`src/rtl/mcol_pkg.sv`:
```
// Shared types for the multicolumn cache tag unit.
// Assumes exactly four ways, so two tag bits select the major way.
package mcol_pkg;
    localparam int WAYS  = 4;
    localparam int WAY_W = 2;
    typedef logic [WAY_W-1:0] way_t;
    typedef enum logic {ST_IDLE, ST_SEARCH} lk_state_t;
endpackage

```
`src/rtl/mcol_tag_store.sv`:
```
// Tag, valid and selected-location pointer storage for every set.
// Reads are combinational from one set. Writes are per way, and valid bits are only ever set.
// Assumes the caller never writes the same tag into two ways of one set.
module mcol_tag_store
    import mcol_pkg::*;
#(
    parameter int SET_W = 3,
    parameter int TAG_W = 11
) (
    input  logic                        clk,
    input  logic                        rst_n,
    input  logic [SET_W-1:0]            rd_set,
    output logic [WAYS-1:0][TAG_W-1:0]  rd_tag,
    output logic [WAYS-1:0]             rd_valid,
    output logic [WAYS-1:0][WAY_W-1:0]  rd_ptr,
    input  logic [WAYS-1:0]             wr_en,
    input  logic [WAYS-1:0][TAG_W-1:0]  wr_tag,
    input  logic                        ptr_we,
    input  way_t                        ptr_major,
    input  way_t                        ptr_val
);
    localparam int SETS = 1 << SET_W;

    logic [WAYS-1:0][TAG_W-1:0] tag_q   [SETS];
    logic [WAYS-1:0]            valid_q [SETS];
    logic [WAYS-1:0][WAY_W-1:0] ptr_q   [SETS];

    // Read port: present one whole set.
    always_comb begin
        rd_tag   = tag_q[rd_set];
        rd_valid = valid_q[rd_set];
        rd_ptr   = ptr_q[rd_set];
    end

    // Tag array: written way by way, with no reset.
    always_ff @(posedge clk) begin
        for (int w = 0; w < WAYS; w++) begin
            if (wr_en[w]) tag_q[rd_set][w] <= wr_tag[w];
        end
    end

    // Valid bits and pointers: cleared or initialised at reset, then updated by fills.
    always_ff @(posedge clk) begin
        if (!rst_n) begin
            for (int s = 0; s < SETS; s++) begin
                valid_q[s] <= '0;
                for (int m = 0; m < WAYS; m++) ptr_q[s][m] <= WAY_W'(m + 1);
            end
        end else begin
            valid_q[rd_set] <= valid_q[rd_set] | wr_en;
            if (ptr_we) ptr_q[rd_set][ptr_major] <= ptr_val;
        end
    end

    // A pointer read from the store never names its own major way.
    always_ff @(posedge clk) begin
        if (rst_n) begin
            for (int m = 0; m < WAYS; m++) begin
                assert_ptr_not_self_R7: assert (ptr_q[rd_set][m] != WAY_W'(m));
            end
        end
    end
endmodule

```
`src/rtl/mcol_way_match.sv`:
```
// Parallel tag comparators, one for each way of the presented set.
// Assumes invalid ways may hold any tag value.
module mcol_way_match
    import mcol_pkg::*;
#(
    parameter int TAG_W = 11
) (
    input  logic [WAYS-1:0][TAG_W-1:0] way_tag,
    input  logic [WAYS-1:0]            way_valid,
    input  logic [TAG_W-1:0]           key_tag,
    output logic [WAYS-1:0]            hit_vec
);
    for (genvar w = 0; w < WAYS; w++) begin : g_cmp
        // One comparator: the way is valid and holds the key.
        assign hit_vec[w] = way_valid[w] && (way_tag[w] == key_tag);
    end
endmodule

```
`src/rtl/mcol_place.sv`:
```
// Picks where the block displaced from a major way goes.
// Prefers the lowest invalid non-major way, otherwise the recorded pointer.
// Assumes the pointer never equals the major way.
module mcol_place
    import mcol_pkg::*;
(
    input  logic [WAYS-1:0] way_valid,
    input  way_t            major,
    input  way_t            ptr,
    output way_t            dest
);
    // Search from the top down so that the lowest free way wins.
    always_comb begin
        dest = ptr;
        for (int w = WAYS - 1; w >= 0; w--) begin
            if (!way_valid[w] && (WAY_W'(w) != major)) dest = WAY_W'(w);
        end
    end
endmodule

```
`src/rtl/mcol_cache_ctrl.sv`:
```
// Multicolumn cache tag unit: a one-cycle probe of the major way, then a one-cycle
// search of the other ways, and fills that always land in the major way and relocate
// the previous occupant. Assumes fill_valid is held until fill_ready.
module mcol_cache_ctrl
    import mcol_pkg::*;
#(
    parameter int ADDR_W   = 16,
    parameter int OFFSET_W = 2,
    parameter int SET_W    = 3
) (
    input  logic              clk,
    input  logic              rst_n,
    input  logic              req_valid,
    input  logic [ADDR_W-1:0] req_addr,
    output logic              req_ready,
    output logic              resp_valid,
    output logic              resp_hit,
    output logic [1:0]        resp_way,
    output logic              resp_major,
    input  logic              fill_valid,
    input  logic [ADDR_W-1:0] fill_addr,
    output logic              fill_ready,
    output logic              fill_done,
    output logic              fill_evict_valid,
    output logic [ADDR_W-1:0] fill_evict_addr
);
    localparam int TAG_W = ADDR_W - OFFSET_W - SET_W;

    lk_state_t               state_q;
    logic [SET_W-1:0]        lat_set;
    logic [TAG_W-1:0]        lat_tag;
    logic [SET_W-1:0]        k_set;
    logic [TAG_W-1:0]        k_tag;
    way_t                    k_major;
    logic [WAYS-1:0][TAG_W-1:0] rd_tag;
    logic [WAYS-1:0]         rd_valid;
    logic [WAYS-1:0][WAY_W-1:0] rd_ptr;
    logic [WAYS-1:0]         hit_vec;
    logic [WAYS-1:0]         other_hit;
    way_t                    other_way;
    way_t                    dest;
    logic [WAYS-1:0]         wr_en;
    logic [WAYS-1:0][TAG_W-1:0] wr_tag;
    logic                    ptr_we;
    logic                    fill_fire;
    logic                    req_fire;
    logic                    fill_dup;

    // Handshakes: a fill wins over a lookup, and both need the idle state.
    assign fill_ready = (state_q == ST_IDLE);
    assign req_ready  = (state_q == ST_IDLE) && !fill_valid;
    assign fill_fire  = fill_valid && fill_ready;
    assign req_fire   = req_valid && req_ready;

    // Key selection: the latched lookup while searching, else the fill, else the request.
    always_comb begin
        if (state_q == ST_SEARCH) begin
            k_set = lat_set;
            k_tag = lat_tag;
        end else if (fill_valid) begin
            k_set = fill_addr[OFFSET_W +: SET_W];
            k_tag = fill_addr[ADDR_W-1 -: TAG_W];
        end else begin
            k_set = req_addr[OFFSET_W +: SET_W];
            k_tag = req_addr[ADDR_W-1 -: TAG_W];
        end
        k_major = k_tag[WAY_W-1:0];
    end

    mcol_tag_store #(.SET_W(SET_W), .TAG_W(TAG_W)) i_store (
        .clk(clk), .rst_n(rst_n), .rd_set(k_set),
        .rd_tag(rd_tag), .rd_valid(rd_valid), .rd_ptr(rd_ptr),
        .wr_en(wr_en), .wr_tag(wr_tag),
        .ptr_we(ptr_we), .ptr_major(k_major), .ptr_val(dest)
    );

    mcol_way_match #(.TAG_W(TAG_W)) i_match (
        .way_tag(rd_tag), .way_valid(rd_valid), .key_tag(k_tag), .hit_vec(hit_vec)
    );

    mcol_place i_place (
        .way_valid(rd_valid), .major(k_major), .ptr(rd_ptr[k_major]), .dest(dest)
    );

    assign fill_dup = |hit_vec;

    // Non-major search result: mask out the major way and encode the match.
    always_comb begin
        other_hit = hit_vec & ~(WAYS'(1) << k_major);
        other_way = '0;
        for (int w = 0; w < WAYS; w++) begin
            if (other_hit[w]) other_way = WAY_W'(w);
        end
    end

    // Fill write command: new block into the major way, old occupant to dest.
    always_comb begin
        wr_en  = '0;
        wr_tag = '0;
        ptr_we = 1'b0;
        if (fill_fire && !fill_dup) begin
            wr_en[k_major]  = 1'b1;
            wr_tag[k_major] = k_tag;
            if (rd_valid[k_major]) begin
                wr_en[dest]  = 1'b1;
                wr_tag[dest] = rd_tag[k_major];
                ptr_we       = 1'b1;
            end
        end
    end

    // Lookup engine state and latched key.
    always_ff @(posedge clk) begin
        if (!rst_n) begin
            state_q <= ST_IDLE;
            lat_set <= '0;
            lat_tag <= '0;
        end else if (state_q == ST_SEARCH) begin
            state_q <= ST_IDLE;
        end else if (req_fire && !hit_vec[k_major]) begin
            state_q <= ST_SEARCH;
            lat_set <= k_set;
            lat_tag <= k_tag;
        end
    end

    // Lookup response registers.
    always_ff @(posedge clk) begin
        if (!rst_n) begin
            resp_valid <= 1'b0;
            resp_hit   <= 1'b0;
            resp_way   <= '0;
            resp_major <= 1'b0;
        end else begin
            resp_valid <= 1'b0;
            if (state_q == ST_SEARCH) begin
                resp_valid <= 1'b1;
                resp_hit   <= |other_hit;
                resp_way   <= other_way;
                resp_major <= 1'b0;
            end else if (req_fire && hit_vec[k_major]) begin
                resp_valid <= 1'b1;
                resp_hit   <= 1'b1;
                resp_way   <= k_major;
                resp_major <= 1'b1;
            end
        end
    end

    // Fill completion and eviction report.
    always_ff @(posedge clk) begin
        if (!rst_n) begin
            fill_done        <= 1'b0;
            fill_evict_valid <= 1'b0;
            fill_evict_addr  <= '0;
        end else begin
            fill_done        <= fill_fire;
            fill_evict_valid <= fill_fire && !fill_dup && rd_valid[k_major] && rd_valid[dest];
            if (fill_fire) fill_evict_addr <= {rd_tag[dest], k_set, {OFFSET_W{1'b0}}};
        end
    end

    assert_major_hit_next_R3: assert property (@(posedge clk) disable iff (!rst_n)
        (req_fire && hit_vec[k_major]) |=> (resp_valid && resp_hit && resp_major));

    assert_search_two_cycles_R4: assert property (@(posedge clk) disable iff (!rst_n)
        (req_fire && !hit_vec[k_major]) |=> (!resp_valid ##1 (resp_valid && !resp_major)));

    assert_reloc_off_major_R6: assert property (@(posedge clk) disable iff (!rst_n)
        (fill_fire && !fill_dup && rd_valid[k_major]) |-> (dest != k_major));

    assert_no_duplicate_R9: assert property (@(posedge clk) disable iff (!rst_n)
        $onehot0(hit_vec));

    assert_fill_done_next_R10: assert property (@(posedge clk) disable iff (!rst_n)
        fill_fire |=> fill_done);
endmodule

```
`config.mk`:
```
export PLATFORM = sky130hd
export DESIGN_NAME = mcol_cache_ctrl
export DESIGN_NICKNAME = d
export VERILOG_FILES = /design/src/rtl/mcol_pkg.sv /design/src/rtl/mcol_tag_store.sv /design/src/rtl/mcol_way_match.sv /design/src/rtl/mcol_place.sv /design/src/rtl/mcol_cache_ctrl.sv
export SDC_FILE = /design/constraint.sdc
export NUM_CORES = 1
export LEC_CHECK = 0
export BUFFER_PORTS_ARGS = -buffer_cell sky130_fd_sc_hd__buf_2
export CAP_MARGIN = 10
export CORE_ASPECT_RATIO = 0.5
export CORE_MARGIN = 2
export CORE_UTILIZATION = 40
export CTS_BUF_LIST = sky130_fd_sc_hd__clkbuf_4
export DETAILED_ROUTE_END_ITERATION = 8
export GPL_TIMING_DRIVEN = 0
export PLACE_DENSITY = 0.54
export RECOVER_POWER = 25
export SKIP_CTS_REPAIR_TIMING = 1
export SLEW_MARGIN = 10
export SYNTH_ARGS = -nofsm -noshare
export SYNTH_HDL_FRONTEND = slang
export SYNTH_SLANG_ARGS = --single-unit
```
`constraint.sdc`:
```
create_clock -name clk -period 4.76 [get_ports clk]
set_clock_uncertainty 0.1 [all_clocks]
set_input_delay 0.714 -clock clk [delete_from_list [all_inputs] [get_ports clk]]
set_output_delay 0.714 -clock clk [all_outputs]
set_load 0.005 [all_outputs]
```
==> results of run 1 <==
[Yosys cell counts, types with 14 or more instances]
| master | number | share of area, % |
|---|---|---|
| o21ai_0 | 40 | 0.87 |
| clkbuf_1 | 55 | 0.90 |
| edfxtp_1 | 448 | 58 |
| a221oi_1 | 16 | 0.61 |
| xnor2_1 | 35 | 1.3 |
| and2_1 | 21 | 0.57 |
| nand2_1 | 221 | 3.6 |
| nand3_1 | 73 | 1.6 |
| mux2_2 | 20 | 0.98 |
| mux4_2 | 35 | 3.4 |
| nor2_1 | 113 | 1.8 |
| buf_4 | 18 | 0.59 |
| mux2i_1 | 189 | 8.2 |
| o211ai_1 | 20 | 0.65 |
| nor4_1 | 14 | 0.38 |
| o31ai_1 | 26 | 0.85 |
| nor4_2 | 29 | 1.6 |
| a211oi_1 | 14 | 0.46 |
| buf_2 | 23 | 0.50 |
| a21oi_1 | 86 | 1.9 |
| dfxtp_1 | 36 | 3.1 |
[metrics by stage]
step / instance area [um2] / hold slack (ns) / instances / TNS (ns)
after floorplan: 23300 / 0.350 / 1754 / -2.85
after global placement: 24500 / 0.341 / 2574 / -2067.58
after detailed placement: 24500 / 0.348 / 2575 / -1995.27
after CTS: 26100 / -0.104 / 2787 / -1706.97
after global routing: 29200 / 0.170 / 2893 / -4.98
final: 29200 / 0.159 / 2893 / -4.99
[worst min-delay path by stage]
stage	startpoint	cells after the start	slack, ns	to
floorplan	resp_major	2	0.35	resp_major
global placement	fill_evict_addr[4]	2	0.34	fill_evict_addr[4]
detailed placement	fill_evict_addr[10]	2	0.35	fill_evict_addr[10]
CTS	fill_addr[4]	3	-0.10	fill_evict_addr[4]
global route	req_valid	4	0.17	resp_way[1]
finish	req_valid	4	0.16	resp_way[1]
[registers in the layout, indices dropped and copies added (netlist names), 2 cells and up]
signal           cells
fill_evict_addr     14
i_store.ptr_q       64
i_store.tag_q      352
i_store.valid_q     32
lat_set              3
lat_tag             11
resp_way             2
[power by group through the flow]
| stage | Combinational (mW) | Sequential, mW | Clock, mW |
|---|---|---|---|
| after floorplan | 1.31 | 4.91 | 0 |
| after global placement | 2.19 | 4.93 | 0 |
| after detailed placement | 2.19 | 4.93 | 0 |
| after CTS | 2.20 | 4.84 | 3.61 |
| after global routing | 2.88 | 4.84 | 3.84 |
| final | 2.81 | 4.84 | 3.56 |
[layout make-up]
cell class | instances | share of cell area [%]
repair buffers | 159 | 5.45
well taps | 768 | 3.29
inverters | 14 | 0.180
clock inverters | 45 | 0.956
plain buffers | 123 | 4.16
clock buffers | 167 | 4.30
flip-flops and latches | 484 | 48.6
diodes | 1 | 0.00857
multi-input cells | 1132 | 33.1
[cells by family after synthesis]
| group | Yosys count | share of synthesized area [%] |
|---|---|---|
| flip-flops | 484 | 61.6 |
| AO/OA/AOI/OAI | 304 | 9.01 |
| multiplexers | 245 | 12.7 |
| other | 1 | 0.0163 |
| XOR/XNOR | 39 | 1.48 |
| buffers and inverters | 139 | 3.52 |
| AND/OR/NAND/NOR | 541 | 11.7 |
[layer usage]
layer / GRT usage, % / part of all wire, % / up-vias / wire length [um]
met5: 0 / 0.15 / - / 134
met4: 9.08 / 3.3 / 2 / 2980
met3: 7.03 / 9.9 / 179 / 8930
met2: 41.7 / 42 / 972 / 38100
met1: 44.5 / 45 / 8838 / 40400
li1: - / - / 7389 / -
[critical path: cells and delay by family (launching register included)]
kind                   cells  cell delay (ns)
and+or+nand+nor            4             1.37
buffers and inverters      6             1.36
AOI/OAI and AO/OA          4             0.96
muxes                      1             0.39
DFF                        1             0.32
==> results by group, run 1 <==
Status
  – Status: finished with violations
  – Violated checks: capacitance limit, setup timing

Detailed routing
  – Drt drc: 0
  – Via count: 17400
  – Drt via density: 6.01
  – Initial DRC Count: 2110
  – DRT Wirelength: 90500 um
  – Antenna-violating nets left: 0
  – WL/cell: 31.3 um
  – DR pass1 iterations: 5

Cells and area
  – Most frequent cells in the layout: edfxtp_1, nand2_1, mux2i_1
  – Final core occ: 51.1%
  – Multi-input logic area: 9660 um2
  – FF/Latch Area: 14200 um2
  – Synthesis-to-layout area growth: 26.8%
  – # fillers: 4959
  – Layout cells sized above 1: 33.4%
  – Nets@finish: 2063
  – Commonest non-fill, non-tap cell in the layout: edfxtp_1

Critical path
  – CP Launch Point: state_q
  – R2r endpoint: i_store.tag_q[5][29]
  – Critical path class: register to register
  – Crit-path max FO: 10
  – Worst setup path end: i_store.tag_q[5][29]
  – Setup crit end kind: register
  – Reg2reg setup slack: -0.12 ns
  – CP most frequent cell: buf_4
  – CP max stage delay: 0.52 ns
  – Worst path cell trace: buf_8 -> nand2b_1 -> o21a_4 -> buf_4 -> buf_4 -> mux2i_1 -> o31ai_1 -> o221a_2 -> or4_1 -> buf_4 -> or3_4 -> a21o_4 -> buf_8 -> nor2_4 -> buf_12
  – Worst R2R Start: state_q
  – Startpoint types: register
  – Worst endpoint required time: 5.24 ns
  – WP data arrival: 5.37 ns
  – Slowest stage cell, crit path: or4_1
  – FF-to-FF path depth: 15

Yosys
  – Cells after Synth: 1753
  – Syn_area_per_cell: 13.1 um2
  – Async SR Flop Fraction: 0%
  – Synthesis-stage register bit count: 484
  – Warnings from Yosys: 0
  – Sequential-to-total area share from yosys stat: 61.6%
  – Primary FF master, synth: edfxtp_1
  – Mapped cell area: 23000 um2
  – Unique masters post-synth: 75
  – EDFF count, synth: 448

Timing
  – RSZ-0062 raised after global routing: yes
  – Worst-margin pin slew: 1.49 ns
  – Max Clock Freq: 205 MHz
  – Setup WS post-layout: -0.124 ns
  – Slew margin rel.: 0.603%
  – Endpoints failing setup: 201
  – Final hold vios: 0
  – Final Cycle Share: 103%
  – Period minus WS final: 4.88 ns
  – Final Max Tran Viols: 0

Clock network
  – Bufs on Longest Clock Path: 3
  – CTS sink count: 484
  – Root Buffer Master: clkbuf_4
  – Clk_lat worst skew: 0.93 ns
  – CTS tree: built
  – Worst-path clk slew: 0.07 ns
  – Cts bufs inserted: 113
  – H-tree depth: 3

Global routing
  – GRT overflow: 0
  – Vias in the first global route: 15700
  – Initial antenna violation count: 3
  – First-pass GRT wire length: 122000 um
  – GRT Total Usage: 29.5%
  – Pin count of the biggest net entering global routing: 20

Placement
  – Detail Placement HPWL: 62100 um
  – Worst slack, placed: -2.59 ns
  – Port Buffers: 52
  – Routability Congestion: 1.05

Floorplan
  – Initial Util: 40.3%
  – IO Count: 61
  – Die Area: 59600 um2
  – Std cell rows: 62
  – Die width: 343 um
  – Die height: 174 um
  – Core area: 57100 um2

Pwr
  – Switching part of the total: 33.2%
  – Internal power: 7.49 mW
  – Reg power frac: 43.2%
  – Comb pwr share: 25.1%
  – VDD IR-drop max: 0.170 mV
  – Final total power: 11.2 mW
  – Power Dens Cells: 384 nW/um2
  – Clk pwr share: 31.7%
  – Lkg Pwr: 9.88 nW
  – Switching power: 3.72 mW

Run
  – Max Cap Viol: 1

Worst hold path
  – Hold Path Class: primary input to register
No activity file was read; power rests on OpenSTA's default activity.
==> inputs of run 2 (changes only) <==
ABC_AREA = 1   (was not set)
==> results by group, run 2 <==
Yosys
  – EDFF count, synth: 448
  – Syn_area_per_cell: 9.16 um2
  – Post-synth top cells: nand2_1, edfxtp_1, nor2_1, nand3_1, inv_1
  – Async SR Flop Fraction: 0%
  – Most numerous cell in the Yosys netlist: nand2_1
  – Cells after Synth: 2534
  – Unique masters post-synth: 44
  – Sequential-to-total area share from yosys stat: 61.1%
  – Area share of the largest cell type after synthesis: 58.0%
  – Synth top area cells: edfxtp_1, nand2_1, nand3_1, nor2_1, dfxtp_1
  – Post-synth top area cell: edfxtp_1
  – Synthesis-stage register bit count: 484
  – Mapped cell area: 23200 um2
  – Primary FF master, synth: edfxtp_1
  – Warnings from Yosys: 0

Cells and area
  – Non-Filler Cell Area, Final: 27700 um2
  – Most frequent cells in the layout: nand2_1, edfxtp_1, nand3_1
  – Layout cells sized above 1: 20.8%
  – Reg with most FFs: i_store.tag_q
  – Largest registers: i_store.tag_q x352, i_store.ptr_q x64, i_store.valid_q x32
  – Synthesis-to-layout area growth: 19.4%
  – Max reg flops: 352
  – Commonest non-fill, non-tap cell in the layout: nand2_1
  – Nets@finish: 2812
  – # fillers: 5548

Clock network
  – CTS tree: built
  – Worst-path clk slew: 0.07 ns
  – Root Buffer Master: clkbuf_4
  – Cts bufs inserted: 112
  – H-tree depth: 3
  – CTS sink count: 484
  – Bufs on Longest Clock Path: 3
  – Clk_lat worst skew: 0.90 ns

Global routing
  – GRT Total Usage: 31.5%
  – Pin count of the biggest net entering global routing: 17
  – Vias in the first global route: 18000
  – First-pass GRT wire length: 132000 um
  – GRT overflow: 0
  – Initial antenna violation count: 8

Detailed routing
  – Drt via density: 5.51
  – Via count: 20100
  – DR pass1 iterations: 6
  – DRT Wirelength: 96200 um
  – Initial DRC Count: 2886
  – Antenna-violating nets left: 0
  – WL/cell: 26.4 um
  – Drt drc: 0

Placement
  – Detail Placement HPWL: 68600 um
  – Port Buffers: 52
  – Routability Congestion: 1.04
  – Post-DP Area: 24500 um2
  – Worst slack, placed: -1.64 ns

Floorplan
  – Core area: 57300 um2
  – Die height: 174 um
  – Initial Util: 40.5%
  – Die Area: 60100 um2
  – IO Count: 61
  – Std cell rows: 62
  – Die width: 345 um

Timing
  – RSZ-0062 raised after global routing: yes
  – Final Cycle Share: 97.4%
  – Max Clock Freq: 216 MHz
  – Worst-margin pin slew: 1.04 ns
  – Endpoints failing setup: 0
  – Setup TNS: 0 ns
  – Hold WS: 0.0483 ns
  – Final hold vios: 0
  – Slew margin rel.: 30.5%
  – Setup WS post-layout: 0.124 ns
  – Final Max Tran Viols: 0
  – Period minus WS final: 4.64 ns

Critical path
  – Worst endpoint required time: 5.30 ns
  – Critical path class: register to register
  – Startpoint types: register
  – FF-to-FF path depth: 22
  – Setup crit end kind: register
  – Crit-path max FO: 10
  – Worst R2R Start: state_q
  – Worst setup path end: i_store.tag_q[6][6]
  – R2r endpoint: i_store.tag_q[6][6]
  – Reg2reg setup slack: 0.12 ns
  – CP Launch Point: state_q
  – WP data arrival: 5.17 ns

Pwr
  – Power Dens Cells: 398 nW/um2
  – VDD IR-drop max: 0.167 mV
  – Lkg Pwr: 11.2 nW

Worst hold path
  – Hold Path Class: primary input to register

Status
  – Status: completed

Run
  – Max Cap Viol: 0
-- run 2: worst min-delay path by stage --
| stage | startpoint | end | cells past startpoint |
|---|---|---|---|
| after detailed placement | lat_set[1] | lat_set[1] | 2 |
| after floorplan | lat_set[1] | lat_set[1] | 2 |
| after global routing | fill_addr[4] | fill_evict_addr[4] | 3 |
| final | fill_addr[4] | fill_evict_addr[4] | 3 |
| after global placement | lat_set[1] | lat_set[1] | 2 |
| after CTS | fill_addr[4] | fill_evict_addr[4] | 3 |
-- run 2: cells by family (layout without fill, tap and decap cells) --
logic type             Yosys count  count (layout)  share of synthesized area (%)
AO/OA/AOI/OAI                  238             238                           5.56
buffers and inverters          301             639                           5.99
flip-flops                     484             484                           61.1
multiplexers                     1               1                         0.0431
other                            1               3                         0.0162
AND/OR/NAND/NOR               1509            1509                           27.3
-- run 2: critical path, stage by stage (launching register included) --
cell and delay, ns:
dfxtp_1 0.35, buf_6 0.19, nand2_2 0.23, nand3_4 0.21, inv_4 0.11, buf_6 0.19, buf_4 0.23, nand2_1 0.08
nand2_1 0.06, nand2_1 0.06, nand2_1 0.06, nand2_1 0.08, nand2_1 0.08, inv_2 0.09, buf_2 0.30, nand2_1 0.15
nand4_4 0.22, clkinv_2 0.24, nand3_1 0.17, buf_2 0.25, buf_2 0.34, o21ai_0 0.24, nor2_2 0.34
-- run 2: report_power, final --
part | leakage, nW | switching (mW) | total, mW | internal (mW)
Clock | 0.917 | 1.77 | 3.60 | 1.83
Combinational | 5.96 | 1.95 | 2.54 | 0.592
Sequential | 4.33 | 0.0366 | 4.87 | 4.84
Total | 11.2 | 3.76 | 11.0 | 7.26
-- run 2: cell type report --
| cell class | count | area [um2] | area share [%] |
|---|---|---|---|
| diodes | 1 | 2.50 | 0.00904 |
| plain buffers | 137 | 895 | 3.23 |
| inverters | 164 | 646 | 2.33 |
| multi-input cells | 1750 | 8310 | 30.0 |
| flip-flops and latches | 484 | 14200 | 51.2 |
| clock inverters | 37 | 231 | 0.836 |
| clock buffers | 174 | 1310 | 4.72 |
| repair buffers | 127 | 1170 | 4.22 |
| well taps | 768 | 961 | 3.47 |
-- run 2: through the flow --
stage               cells  utilization [%]  total power [mW]
finish               3642             48.3              11.0
global route         3642             48.3              11.4
CTS                  3571             45.5              10.7
detailed placement   3360             42.8              7.19
global placement     3355             42.6              7.17
floorplan            2535                -              6.17
-- run 2: metal layers --
layer	vias to the layer above	global-route usage, %	share of wire, %
li1	9019	-	-
met1	9781	50.3	46
met2	1120	41.8	40
met3	140	8.27	13
met4	2	6.85	1.8
met5	-	0	0.014
